$ cat config.mk
export PLATFORM = sky130hd
export DESIGN_NAME = fp_align_unit
export DESIGN_NICKNAME = d
export VERILOG_FILES = /design/src/rtl/fpa_pkg.sv /design/src/rtl/fpa_widen.sv /design/src/rtl/fpa_order.sv /design/src/rtl/fpa_rshift.sv /design/src/rtl/fp_align_unit.sv
export SDC_FILE = /design/constraint.sdc
export NUM_CORES = 1
export LEC_CHECK = 0
export BUFFER_PORTS_ARGS = -buffer_cell sky130_fd_sc_hd__buf_2
export CAP_MARGIN = 15
export CELL_PAD_IN_SITES_DETAIL_PLACEMENT = 0
export CELL_PAD_IN_SITES_GLOBAL_PLACEMENT = 1
export CORE_ASPECT_RATIO = 1.2
export CORE_MARGIN = 2
export CORE_UTILIZATION = 40
export CTS_CLUSTER_SIZE = 40
export DETAILED_ROUTE_END_ITERATION = 8
export HOLD_SLACK_MARGIN = 0.05
export MAX_ROUTING_LAYER = met4
export PLACE_DENSITY = 0.76
export SYNTH_ARGS = -nofsm -noshare
export SYNTH_HDL_FRONTEND = slang
export SYNTH_HIERARCHICAL = 1
export SYNTH_SLANG_ARGS = --single-unit
$ cat constraint.sdc
create_clock -name clk -period 6.9 [get_ports clk]
set_clock_uncertainty 0.15 [all_clocks]
set_input_delay 1.38 -clock clk [delete_from_list [all_inputs] [get_ports clk]]
set_output_delay 1.38 -clock clk [all_outputs]
set_load 0.01 [all_outputs]
$ cat src/rtl/fpa_pkg.sv
// Shared types for the operand alignment unit.
package fpa_pkg;
    // Classification of an operand pair; selects the alignment path.
    typedef enum logic [1:0] {
        TY_BOTH_SUB  = 2'b00,
        TY_BOTH_NORM = 2'b01,
        TY_MIXED     = 2'b10
    } optype_e;
endpackage

$ cat src/rtl/fpa_widen.sv
// Widens one operand: splits sign, derives the effective exponent
// (1 for subnormals) and builds hidden bit + fraction + zero guard bits.
// Assumes a regular operand (exponent field not all ones).
module fpa_widen #(
    parameter int EXP_W   = 5,
    parameter int FRAC_W  = 10,
    parameter int GUARD_W = 4,
    localparam int OP_W   = 1 + EXP_W + FRAC_W,
    localparam int SIG_W  = 1 + FRAC_W + GUARD_W
) (
    input  logic [OP_W-1:0]  op,
    output logic             sign,
    output logic             is_norm,
    output logic [EXP_W-1:0] eff_exp,
    output logic [SIG_W-1:0] sig
);
    logic [EXP_W-1:0] exp_fld;

    // Field split, hidden bit and effective exponent.
    always_comb begin
        sign    = op[OP_W-1];
        exp_fld = op[OP_W-2 -: EXP_W];
        is_norm = |exp_fld;
        eff_exp = is_norm ? exp_fld : EXP_W'(1);
        sig     = {is_norm, op[FRAC_W-1:0], {GUARD_W{1'b0}}};
    end
endmodule

$ cat src/rtl/fpa_order.sv
// Classifies the pair, decides which magnitude is larger, picks the
// common exponent and the shift distance for the smaller significand.
// Equal magnitudes leave B as the larger operand.
module fpa_order
    import fpa_pkg::*;
#(
    parameter int EXP_W = 5,
    parameter int SIG_W = 15
) (
    input  logic             norm_a,
    input  logic             norm_b,
    input  logic [EXP_W-1:0] eff_a,
    input  logic [EXP_W-1:0] eff_b,
    input  logic [SIG_W-1:0] sig_a,
    input  logic [SIG_W-1:0] sig_b,
    output optype_e          ty,
    output logic             a_gt,
    output logic [EXP_W-1:0] exp_sel,
    output logic [SIG_W-1:0] sig_hi,
    output logic [SIG_W-1:0] sig_lo_raw,
    output logic [EXP_W-1:0] shamt
);
    // Pair classification into the two-bit type code.
    always_comb begin
        if (!norm_a && !norm_b)     ty = TY_BOTH_SUB;
        else if (norm_a && norm_b)  ty = TY_BOTH_NORM;
        else                        ty = TY_MIXED;
    end

    // Magnitude comparison: exponent first, significand on a tie.
    always_comb begin
        a_gt = (eff_a > eff_b) || ((eff_a == eff_b) && (sig_a > sig_b));
    end

    // Operand routing, exponent and shift distance per path.
    always_comb begin
        sig_hi     = a_gt ? sig_a : sig_b;
        sig_lo_raw = a_gt ? sig_b : sig_a;
        case (ty)
            TY_BOTH_SUB: begin
                exp_sel = '0;
                shamt   = '0;
            end
            default: begin
                exp_sel = a_gt ? eff_a : eff_b;
                shamt   = a_gt ? (eff_a - eff_b) : (eff_b - eff_a);
            end
        endcase
    end
endmodule

$ cat src/rtl/fpa_rshift.sv
// Logarithmic right shifter; bits leaving the bottom are dropped, so any
// distance of SIG_W or more yields zero.
module fpa_rshift #(
    parameter int SIG_W = 15,
    parameter int SH_W  = 5
) (
    input  logic [SIG_W-1:0] din,
    input  logic [SH_W-1:0]  shamt,
    output logic [SIG_W-1:0] dout
);
    logic [SIG_W-1:0] stg [SH_W+1];

    assign stg[0] = din;

    // One stage per shift-amount bit, each moving by a power of two.
    for (genvar k = 0; k < SH_W; k++) begin : g_stage
        assign stg[k+1] = shamt[k] ? (stg[k] >> (2**k)) : stg[k];
    end

    assign dout = stg[SH_W];
endmodule

$ cat src/rtl/fp_align_unit.sv
// Operand alignment unit: widens both operands, orders them by magnitude
// and aligns the smaller significand to the larger exponent. One register
// stage; outputs clear while disabled. Assumes regular operands and B's
// sign already adjusted for the requested operation.
module fp_align_unit
    import fpa_pkg::*;
#(
    parameter int EXP_W   = 5,
    parameter int FRAC_W  = 10,
    parameter int GUARD_W = 4,
    localparam int OP_W   = 1 + EXP_W + FRAC_W,
    localparam int SIG_W  = 1 + FRAC_W + GUARD_W
) (
    input  logic             clk,
    input  logic             rst_n,
    input  logic             en,
    input  logic [OP_W-1:0]  op_a,
    input  logic [OP_W-1:0]  op_b,
    output logic             sign_a,
    output logic             sign_b,
    output logic             a_larger,
    output logic [EXP_W-1:0] exp_out,
    output logic [SIG_W-1:0] sig_big,
    output logic [SIG_W-1:0] sig_small
);
    logic [OP_W-1:0]  ops    [2];
    logic             sgn    [2];
    logic             nrm    [2];
    logic [EXP_W-1:0] eff    [2];
    logic [SIG_W-1:0] sig    [2];

    optype_e          ty;
    logic             a_gt;
    logic [EXP_W-1:0] exp_sel;
    logic [SIG_W-1:0] sig_hi;
    logic [SIG_W-1:0] sig_lo_raw;
    logic [SIG_W-1:0] sig_lo;
    logic [EXP_W-1:0] shamt;

    assign ops[0] = op_a;
    assign ops[1] = op_b;

    // One widening slice per operand.
    for (genvar i = 0; i < 2; i++) begin : g_widen
        fpa_widen #(.EXP_W(EXP_W), .FRAC_W(FRAC_W), .GUARD_W(GUARD_W)) u_widen (
            .op      (ops[i]),
            .sign    (sgn[i]),
            .is_norm (nrm[i]),
            .eff_exp (eff[i]),
            .sig     (sig[i])
        );
    end

    fpa_order #(.EXP_W(EXP_W), .SIG_W(SIG_W)) u_order (
        .norm_a     (nrm[0]),
        .norm_b     (nrm[1]),
        .eff_a      (eff[0]),
        .eff_b      (eff[1]),
        .sig_a      (sig[0]),
        .sig_b      (sig[1]),
        .ty         (ty),
        .a_gt       (a_gt),
        .exp_sel    (exp_sel),
        .sig_hi     (sig_hi),
        .sig_lo_raw (sig_lo_raw),
        .shamt      (shamt)
    );

    fpa_rshift #(.SIG_W(SIG_W), .SH_W(EXP_W)) u_rshift (
        .din   (sig_lo_raw),
        .shamt (shamt),
        .dout  (sig_lo)
    );

    // Output register: clear on reset or when disabled, else capture.
    always_ff @(posedge clk) begin
        if (!rst_n || !en) begin
            sign_a    <= 1'b0;
            sign_b    <= 1'b0;
            a_larger  <= 1'b0;
            exp_out   <= '0;
            sig_big   <= '0;
            sig_small <= '0;
        end else begin
            sign_a    <= sgn[0];
            sign_b    <= sgn[1];
            a_larger  <= a_gt;
            exp_out   <= exp_sel;
            sig_big   <= sig_hi;
            sig_small <= sig_lo;
        end
    end

    AST_GUARD_ZERO: assert property (@(posedge clk) disable iff (!rst_n)
        sig_big[GUARD_W-1:0] == '0);
    AST_SUBN_EXP_ZERO: assert property (@(posedge clk) disable iff (!rst_n)
        (en && op_a[OP_W-2 -: EXP_W] == '0 && op_b[OP_W-2 -: EXP_W] == '0) |=> (exp_out == '0));
    AST_NORM_HIDDEN: assert property (@(posedge clk) disable iff (!rst_n)
        (exp_out != '0) |-> sig_big[SIG_W-1]);
    AST_SMALL_NOT_ABOVE: assert property (@(posedge clk) disable iff (!rst_n)
        sig_small <= sig_big);
    AST_IDLE_CLEAR: assert property (@(posedge clk) disable iff (!rst_n)
        !en |=> (sig_big == '0 && sig_small == '0 && exp_out == '0 && !a_larger && !sign_a && !sign_b));
    AST_SIGN_FOLLOW: assert property (@(posedge clk) disable iff (!rst_n)
        en |=> (sign_a == $past(op_a[OP_W-1]) && sign_b == $past(op_b[OP_W-1])));
endmodule

Word level (Yosys, flattened, before mapping)
Cells that the tools add are included.
{ "classes": {"add_sub_neg": 2, "order_cmp": 2, "eq_ne": 1, "mux": 13, "reduce_logical": 15} }
{ "op_table": {"columns": ["cell", "count"], "rows": [
  ["$mux W15", 5],
  ["$mux W5", 5],
  ["$gt A15 B15 Y1", 1],
  ["$reduce_or A5 Y1", 2],
  ["$sub A5 B5 Y5", 2],
  ["$mux W7", 1],
  ["$eq A5 B5 Y1", 1],
  ["$gt A5 B5 Y1", 1],
  ["$logic_not A1 Y1", 4],
  ["$mux W2", 2],
  ["$reduce_or A2 Y1", 2],
  ["$logic_and A1 B1 Y1", 3],
  ["$reduce_or A3 Y1", 1],
  ["$logic_not A2 Y1", 1],
  ["$logic_or A1 B1 Y1", 2]
]} }
{ "word_totals": {"register_bits": 38, "out_inout_bits": 38} }

Logic depth before layout (Yosys ltp)
Gate-level depths: netlist of the first run.
{ "depth": {"depth_word": 11, "mapped_depth": 18, "depth_no_buf": 16} }

Cells and area by module
The synthesis of the first run kept the hierarchy.
{ "modules_own_cells": {"columns": ["mod", "instances", "cells_each", "area_each_um2"], "rows": [
  ["fpa_order", 1, 197, 1438.9],
  ["fp_align_unit", 1, 84, 1082.3],
  ["fpa_rshift", 1, 67, 605.6],
  ["fpa_widen", 2, 24, 163.9]
]} }

Worst setup path after synthesis of the first run
OpenSTA, ideal clock, no wires.
{ "synth_timing": {"path_kind": "input-to-reg", "start": "in op_a[11]", "end": "reg sig_small[5]", "setup_time_ns": 0.116, "arrival_ns": 4.670, "t_required_ns": 6.634, "path_slack_ns": 1.964, "cell_stages": 15, "cell_sequence": "nor4_2 nand2b_1 buf_4 ha_1 nand2_2 nor4_4 o21ai_2 a32oi_4 nand2_4 buf_6 o311ai_2 buf_1 nor2_1 a221o_1 and3_1"} }
{ "synth_lines": {"columns": ["element", "line", "rtl"], "rows": [
  ["start: declaration", "fp_align_unit.sv:17", "input logic [OP_W-1:0] op_a,"],
  ["end signal: assignment", "fp_align_unit.sv:90", "sig_small <= sig_lo;"],
  ["end: declaration", "fp_align_unit.sv:24", "output logic [SIG_W-1:0] sig_small"]
]} }

==> run metrics, run 1 <==
outcome=completed; DR vias/cell=between 5 and 6; DR top layer=met4; drt first pass iters=4; final instance area=roughly 0.0037 mm2; Hold Path Cell Cnt=2; critical path startpoint category=primary input; HP Class=primary input to flip-flop; CTS tree=yes; Reg area=761 um2; Max Cap Violations=0; Post-CTS Setup Bufs=0; final wirelength=8.07 mm; relative slew slack=about half; most frequent cells in the layout=buf_2 (72), dfxtp_1 (38), o21ai_0 (36); share of layout cells above drive strength 1=slightly below 30%; final worst slack=between 1500 and 2000 ps; largest net degree at the start of global routing=39; Critical Path RT=7000 ps; Post-Syn Area=around 0.0034 mm2; routed wl met2=4.31 mm; DR vias=approximately 2800; vias in the first global route=2764; fin crit share=between 70 and 80%; Pleak=~0.0019 uW; GRT Util Overall=between 10% and 20%; pwr/cell area=between 150 and 200 mW/mm2; die height=between 100 and 150 um; total congestion overflow=0; I/O Pins=73; H-tree lvl count=2; synth-to-layout area growth=6.14%; Post-Syn Instances=395; Post-DP HPWL=about 6.0 mm; initial antenna violation count=0; CP Class=primary input to flip-flop; Cell Rows=37; Placed Area=about 0.0036 mm2; dpl ws=1250 ps; Avg Cell Area, Syn=slightly below 9 um2; CTS Root Buffer Type=clkbuf_8; Final #Nets=a little under 500; Final Critical Period=around 5400 ps; CP Data Arrival Time=around 5500 ps; total CTS buffers=5; Die Width=around 90 um; cts repair resizes=0; Final Hold Viols=0; routability cong.=0.935; fmax=roughly 0.19 GHz; CP Capture Type=flip-flop; Fill cells=approximately 850; multi-input logic area=~0.0021 mm2; Fin Setup TNS=0 ps; RSZ-0062 raised after global routing=no; Clock Tree Buf Depth=2; crit path max fanout=32; clk sink count=38; core area=~0.0085 mm2; VDD IR max=around 0.067 mV; endpoints failing setup=0; antenna-violating nets left=0; drt drc=0; Slew Limit Fails=0; Initial Util=between 40 and 50%; Hold Slack=1200 ps; first-pass GRT wire length=roughly 13 mm; met1 WL=around 3.4 mm; drt first-iter violations=roughly 170; die area=0.00937 mm2; antenna diode count=0; Routed wire per std cell=between 10 and 15 um; Hold-fix buffers, CTS=0; Worst Tran Pin Value=between 700 and 800 ps; most common cell after layout, fill and taps aside=buf_2; DR WL met3=around 250 um; Worst-path clk slew=80 ps; synth warn=6; Finished Core Util=between 40% and 50%; I/O Buffers=72
==> stage by stage <==
step / power (uW) / cells
after global routing: 771 / 540
after CTS: 723 / 540
final: 720 / 540
after floorplan: 502 / 401
after detailed placement: 556 / 532
after global placement: 553 / 532
==> critical path, cell delays in order <==
cell      delay, ps
buf_2           140
nor4_2          350
nand2b_1        160
ha_1            350
nand2_2          90
nor4_4          390
o21ai_2         130
a32oi_4         380
nand2_4         350
o311ai_2        340
buf_4           250
nor3b_1         630
a31oi_1         220
o21ai_0         120
and3_1          170
==> layout make-up <==
class                           count  area share [%]
Tap cell                          117            4.01
Sequential cell                    38            20.8
Inverter                           30            3.08
Multi-Input combinational cell    270            58.6
Clock inverter                      2           0.342
Clock buffer                        6            2.26
Timing Repair Buffer               77            10.9
==> power by group <==
| part | internal, uW | total, uW | switching (uW) |
|---|---|---|---|
| combinational | 141 | 319 | 179 |
| clock | 80.3 | 164 | 83.5 |
| sequential | 234 | 237 | 3.20 |
| total | 455 | 720 | 265 |
==> path summary, 6_finish.rpt <==
path,startpoint,to
worst max-delay path,op_a[11],sig_small[2]$_SDFF_PP0_
worst min-delay path,op_b[15],sign_b$_SDFF_PP0_
==> registers in the layout, summed over array words and instances (netlist names) <==
| signal | cells |
|---|---|
| sign_b | 1 |
| a_larger | 1 |
| sig_big | 15 |
| sign_a | 1 |
| sig_small | 15 |
| exp_out | 5 |
==> per-layer routing <==
| metal | up-vias | track usage [%] |
|---|---|---|
| met5 | - | - |
| met4 | 0 | 7.14 |
| met3 | 10 | 1.96 |
| met2 | 62 | 31.8 |
| met1 | 1296 | 20.8 |
| li1 | 1411 | - |
Power figures use the tool's default switching activity.
==> run 2, diff against run 1 <==
--- a/config.mk
+++ b/config.mk
@@ -5,18 +5,19 @@
 export SDC_FILE = /design/constraint.sdc
 export NUM_CORES = 1
 export LEC_CHECK = 0
+export ABC_AREA = 1
 export BUFFER_PORTS_ARGS = -buffer_cell sky130_fd_sc_hd__buf_2
 export CAP_MARGIN = 15
 export CELL_PAD_IN_SITES_DETAIL_PLACEMENT = 0
 export CELL_PAD_IN_SITES_GLOBAL_PLACEMENT = 1
 export CORE_ASPECT_RATIO = 1.2
 export CORE_MARGIN = 2
-export CORE_UTILIZATION = 40
+export CORE_UTILIZATION = 38
 export CTS_CLUSTER_SIZE = 40
 export DETAILED_ROUTE_END_ITERATION = 8
 export HOLD_SLACK_MARGIN = 0.05
 export MAX_ROUTING_LAYER = met4
-export PLACE_DENSITY = 0.76
+export PLACE_DENSITY = 0.78
 export SYNTH_ARGS = -nofsm -noshare
 export SYNTH_HDL_FRONTEND = slang
 export SYNTH_HIERARCHICAL = 1
==> constraint.sdc (replaced) <==
create_clock -name clk -period 5.13 [get_ports clk]
set_clock_uncertainty 0.15 [all_clocks]
set_input_delay 1.026 -clock clk [delete_from_list [all_inputs] [get_ports clk]]
set_output_delay 1.026 -clock clk [all_outputs]
set_load 0.01 [all_outputs]
==> run metrics, run 2 <==
Initial Util=38.9% (-1.7 points); Sw Pwr=415 uW (+56%); relative slew slack=35.6% (-16 points); Worst-path clk slew=70 ps (about the same); Avg Cell Area, Syn=6.10 um2 (-30%); Worst Tran Pin Value=963 ps (+239 ps); Setup crit end=sig_small[1]$_SDFF_PP0_; I/O Buffers=72 (unchanged); Clock Tree Buf Depth=2 (unchanged); Critical Path Max Stage Delay=370 ps (-260 ps); Fin Setup TNS=0 ps (unchanged); synth warn=6 (unchanged); pwr/cell area=267 mW/mm2 (+36%); antenna-violating nets left=0 (unchanged); GRT Util Overall=17.3% (-0.83 points); Post-DP HPWL=6.23 mm (+3.4%); Cell Rows=38 (+2.7%); Final Critical Period=4160 ps; drt first-iter violations=149 (-13%); Internal Pwr Total=580 uW (+27%); Pleak=0.00218 uW (+15%); Fill cells=998 (+17%); CP Capture Type=flip-flop; Hold-fix buffers, CTS=0 (unchanged); critical path startpoint category=primary input; registers with the most flip-flops=sig_big (15), sig_small (15), exp_out (5); Seq pwr share=31.9% (-1.1 points); antenna diode count=0 (unchanged); Die Width=91.5 um (+3.2%); crit path cell chain=buf_2 > nor2_1 > nand3_1 > ha_1 > nand2_1 > nor2_2 > nand3_1 > nor2_1 > nand2_1 > nand2_2 > nand2_4 > nand2_4 > nand2_1 > nand2_1 > nor2_1 > buf_4 > inv_1 > nand3_1 > nand2_1 > nand2_1 > nand3_1 > nand2_1 > inv_1 > nor2_1; drt first pass iters=4 (unchanged); routability cong.=0.884 (-5.4%); die area=0.00998 mm2 (+6.6%); RSZ-0062 raised after global routing=no; synth-to-layout area growth=6.52%; crit path max fanout=28 (-13%); HP Class=primary input to flip-flop; CTS Root Buffer Type=clkbuf_8; CP Data Arrival Time=4160 ps (-1310 ps); largest net degree at the start of global routing=39 (unchanged); CP Class=primary input to flip-flop; Routed wire per std cell=10.8 um (-28%); total CTS buffers=5 (unchanged); most common cell after layout, fill and taps aside=nand2_1; Placed Area=0.00363 mm2 (+2.0%); vias in the first global route=3124 (+13%); fmax=0.241 GHz; Most Frequent Cell on Critical Path=nand2_1; total congestion overflow=0 (unchanged); clk sink count=38 (unchanged); slowest stage cell, crit path=ha_1; first-pass GRT wire length=13.7 mm (+5.4%); Post-CTS Setup Bufs=0 (unchanged); Post-Syn Area=0.00349 mm2 (+1.5%); final wirelength=7.80 mm (-3.3%); Post-Syn Instances=573 (+45%); DR vias=3223 (+16%); Comb power frac=46.5% (+2.2 points); I/O Pins=73 (unchanged); most frequent cells in the layout=nand2_1 (165), inv_1 (85), buf_2 (72); die height=109 um (+3.3%); Max Cap Violations=0 (unchanged); Critical Path RT=5130 ps (-1870 ps); clock power share=21.6% (-1.1 points); endpoints failing setup=0 (unchanged); cell depth of the worst setup path=24 (+9); switching part of the total power=41.7% (+4.9 points); Final #Nets=663 (+37%); share of layout cells above drive strength 1=19.9% (-9.4 points); outcome=completed; initial antenna violation count=0 (unchanged); CTS tree=yes; core area=0.00899 mm2 (+6.1%); H-tree lvl count=2 (unchanged); Slew Limit Fails=0 (unchanged); drt drc=0 (unchanged); fin crit share=between 80% and 90%; cts repair resizes=0 (unchanged); worst setup path startpoint=op_a[14]; Top delay family on crit path=simple AND/OR/NAND/NOR gates; final instance area=0.00372 mm2 (+1.9%); Final Hold Viols=0 (unchanged); VDD IR max=0.0992 mV (+48%); CP Buf/Inv Count=4 (+2); DR vias/cell=4.46 (-13%)
run 2: area by class of cell:
class	count	area [um2]	area share, %
Clock buffer	7	86.3	2.32
Clock inverter	1	5.00	0.134
Inverter	90	338	9.08
Multi-Input combinational cell	390	1990	53.5
Sequential cell	38	761	20.4
Tap cell	120	150	4.03
Timing Repair Buffer	76	390	10.5
run 2: power by group through the flow:
stage | registers, uW | logic [uW] | clock network (uW)
6_report | 317 | 462 | 215
5_1_grt | 319 | 541 | 240
4_1_cts | 318 | 463 | 228
3_5_place_dp | 324 | 461 | 0
3_3_place_gp | 324 | 462 | 0
2_1_floorplan | 335 | 375 | 0
run 2: how the worst min path moves through the flow:
stage / from / to / slack (ps) / cells past startpoint
CTS: op_b[15] / sign_b$_SDFF_PP0_ / 780 / 3
global route: op_b[15] / sign_b$_SDFF_PP0_ / 790 / 3
global placement: op_a[15] / sign_a$_SDFF_PP0_ / 1090 / 3
floorplan: op_a[15] / sign_a$_SDFF_PP0_ / 1090 / 3
finish: op_b[15] / sign_b$_SDFF_PP0_ / 790 / 3
detailed placement: op_b[15] / sign_b$_SDFF_PP0_ / 1100 / 3
run 2: through the flow:
| step | setup slack, ps | util [%] | cells | total power (uW) | hold slack [ps] |
|---|---|---|---|---|---|
| after floorplan | 1510 | - | 579 | 711 | 1090 |
| after global placement | 658 | 40.4 | 714 | 786 | 1090 |
| after detailed placement | 626 | 40.4 | 714 | 786 | 1100 |
| after global routing | 452 | 41.4 | 722 | 1100 | 785 |
| final | 974 | 41.4 | 722 | 995 | 789 |
| after CTS | 922 | 41.4 | 722 | 1010 | 778 |
run 2: layer usage:
layer  GRT usage (%)  share of wire [%]  vias to the layer above
met3            2.63                3.7                       12
li1                -                  -                     1749
met5               -                  0                        -
met2            30.8                 50                       62
met1            20.1                 44                     1400
met4            5.52                1.8                        0
==> run 3, diff against run 2 <==
==> constraint.sdc (replaced) <==
create_clock -name clk -period 3.9 [get_ports clk]
set_clock_uncertainty 0.15 [all_clocks]
set_input_delay 0.78 -clock clk [delete_from_list [all_inputs] [get_ports clk]]
set_output_delay 0.78 -clock clk [all_outputs]
set_load 0.01 [all_outputs]
==> run metrics, run 3 (synthesis gave the netlist of run 2 again) <==
DR vias/cell=4.46 (about the same); core area=0.00899 mm2 (unchanged); Critical Path RT=3900 ps (-1230 ps); worst setup path startpoint=op_a[14]; drt drc=0 (unchanged); final wirelength=7.90 mm (+1.3%); total congestion overflow=0 (unchanged); Slew Limit Fails=0 (unchanged); vias in the first global route=2966 (-5.1%); RSZ-0062 raised after global routing=no; I/O Pins=73 (unchanged); crit path cell chain=buf_2 > nor2_1 > nand3_1 > ha_1 > nand2_1 > nor2_2 > nand3_1 > nor2_1 > nand2_1 > nand2_2 > nand2_4 > nand2_4 > nand2_1 > nand2_1 > nor2_1 > inv_1 > nand3_1 > nand2_1 > nand2_1 > nand3_1 > nand2_1 > inv_1 > nor2_1; Clock Tree Buf Depth=2 (unchanged); Critical Path Max Stage Delay=370 ps (about the same); critical path startpoint category=primary input; Worst-path clk slew=80 ps (about the same); total CTS buffers=5 (unchanged); VDD IR max=0.127 mV (+28%); first-pass GRT wire length=13.7 mm (+0.31%); drt first-iter violations=146 (-2.0%); Post-DP HPWL=6.27 mm (+0.65%); Fin Setup TNS=0 ps (unchanged); synth-to-layout area growth=8.52%; Pleak=0.00223 uW (+2.0%); die height=109 um (unchanged); fmax=approximately 0.29 GHz; crit path max fanout=16 (-43%); Final #Nets=670 (+1.1%); CP Data Arrival Time=3480 ps (-680 ps); clk sink count=38 (unchanged); Routed wire per std cell=10.8 um (+0.31%); H-tree lvl count=2 (unchanged); CP Buf/Inv Count=3 (-1); CTS Root Buffer Type=clkbuf_8; fin crit share=approximately nine tenths; initial antenna violation count=0 (unchanged); HP Class=primary input to flip-flop; Final Critical Period=3480 ps; most common cell after layout, fill and taps aside=nand2_1; Hold-fix buffers, CTS=0 (unchanged); CP Capture Type=flip-flop; Overall Power=1390 uW (+39%); most frequent cells in the layout=nand2_1 (165), inv_1 (85), buf_2 (72); relative slew slack=37.1% (+1.6 points); largest net degree at the start of global routing=39 (unchanged); Most Frequent Cell on Critical Path=nand2_1; CP Class=primary input to flip-flop; Worst Tran Pin Value=940 ps (-23.3 ps); Cell Rows=38 (unchanged); Final Hold Viols=0 (unchanged); outcome=completed; Initial Util=38.9% (unchanged); Top delay family on crit path=simple AND/OR/NAND/NOR gates; GRT Util Overall=17.7% (+0.34 points); I/O Buffers=72 (unchanged); drt first pass iters=5 (+1); Die Width=91.5 um (unchanged); Hold Crit Start=op_b[15]; antenna-violating nets left=0 (unchanged); slowest stage cell, crit path=ha_1; share of layout cells above drive strength 1=21.0% (+1.1 points); pwr/cell area=365 mW/mm2 (+37%); endpoints failing setup=0 (unchanged); antenna diode count=0 (unchanged); registers with the most flip-flops=sig_big (15), sig_small (15), exp_out (5); Max Cap Violations=0 (unchanged); routability cong.=0.895 (+1.2%); cts repair resizes=0 (unchanged); die area=0.00998 mm2 (unchanged); CTS tree=yes; DR vias=3252 (+0.90%); Post-CTS Setup Bufs=0 (unchanged)
[run 3: cell types whose count changed in the layout (fill, tap and decap cells not counted), sizes merged]
cell	delta
clkinv	+1
bufinv	+1
buf	+7
clkbuf	-2
[run 3: layout make-up]
| cell class | instances | area (um2) |
|---|---|---|
| Clock buffer | 5 | 68.8 |
| Sequential cell | 38 | 761 |
| Fill cell | 1026 | 5190 |
| Multi-Input combinational cell | 390 | 1990 |
| Inverter | 90 | 338 |
| Timing Repair Buffer | 83 | 443 |
| Clock inverter | 3 | 40.0 |
| Tap cell | 120 | 150 |
[run 3: path summary, 6_finish.rpt]
path | cells after the start | endpoint
hold / removal | 3 | sign_b$_SDFF_PP0_
setup / recovery | 23 | sig_small[0]$_SDFF_PP0_
[run 3: per-layer routing]
layer  share of wire [%]  track usage (%)  vias to the layer above
met2                  50             31.6                       63
li1                    -                -                     1760
met5                   0                -                        -
met3                 3.3             2.14                        4
met4                0.81             3.90                        0
met1                  46             21.4                     1425
[run 3: where the power goes]
| group | switching (uW) | internal, uW | leakage (uW) | total [uW] |
|---|---|---|---|---|
| Combinational | 405 | 225 | 0.00186 | 630 |
| Clock | 149 | 188 | 0.0000579 | 337 |
| Sequential | 5.42 | 412 | 0.000310 | 418 |
| Total | 559 | 826 | 0.00223 | 1390 |
[run 3: stage by stage]
step / instances / instance area, um2 / hold WS, ps / utilization, % / setup slack, ps
after detailed placement: 721 / 3680 / 853 / 41.0 / 98.1
after global placement: 721 / 3680 / 847 / 41.0 / 140
after floorplan: 579 / 3520 / 840 / - / 529
after global routing: 729 / 3790 / 543 / 42.2 / 80.0
after CTS: 729 / 3790 / 528 / 42.2 / 389
final: 729 / 3790 / 539 / 42.2 / 421
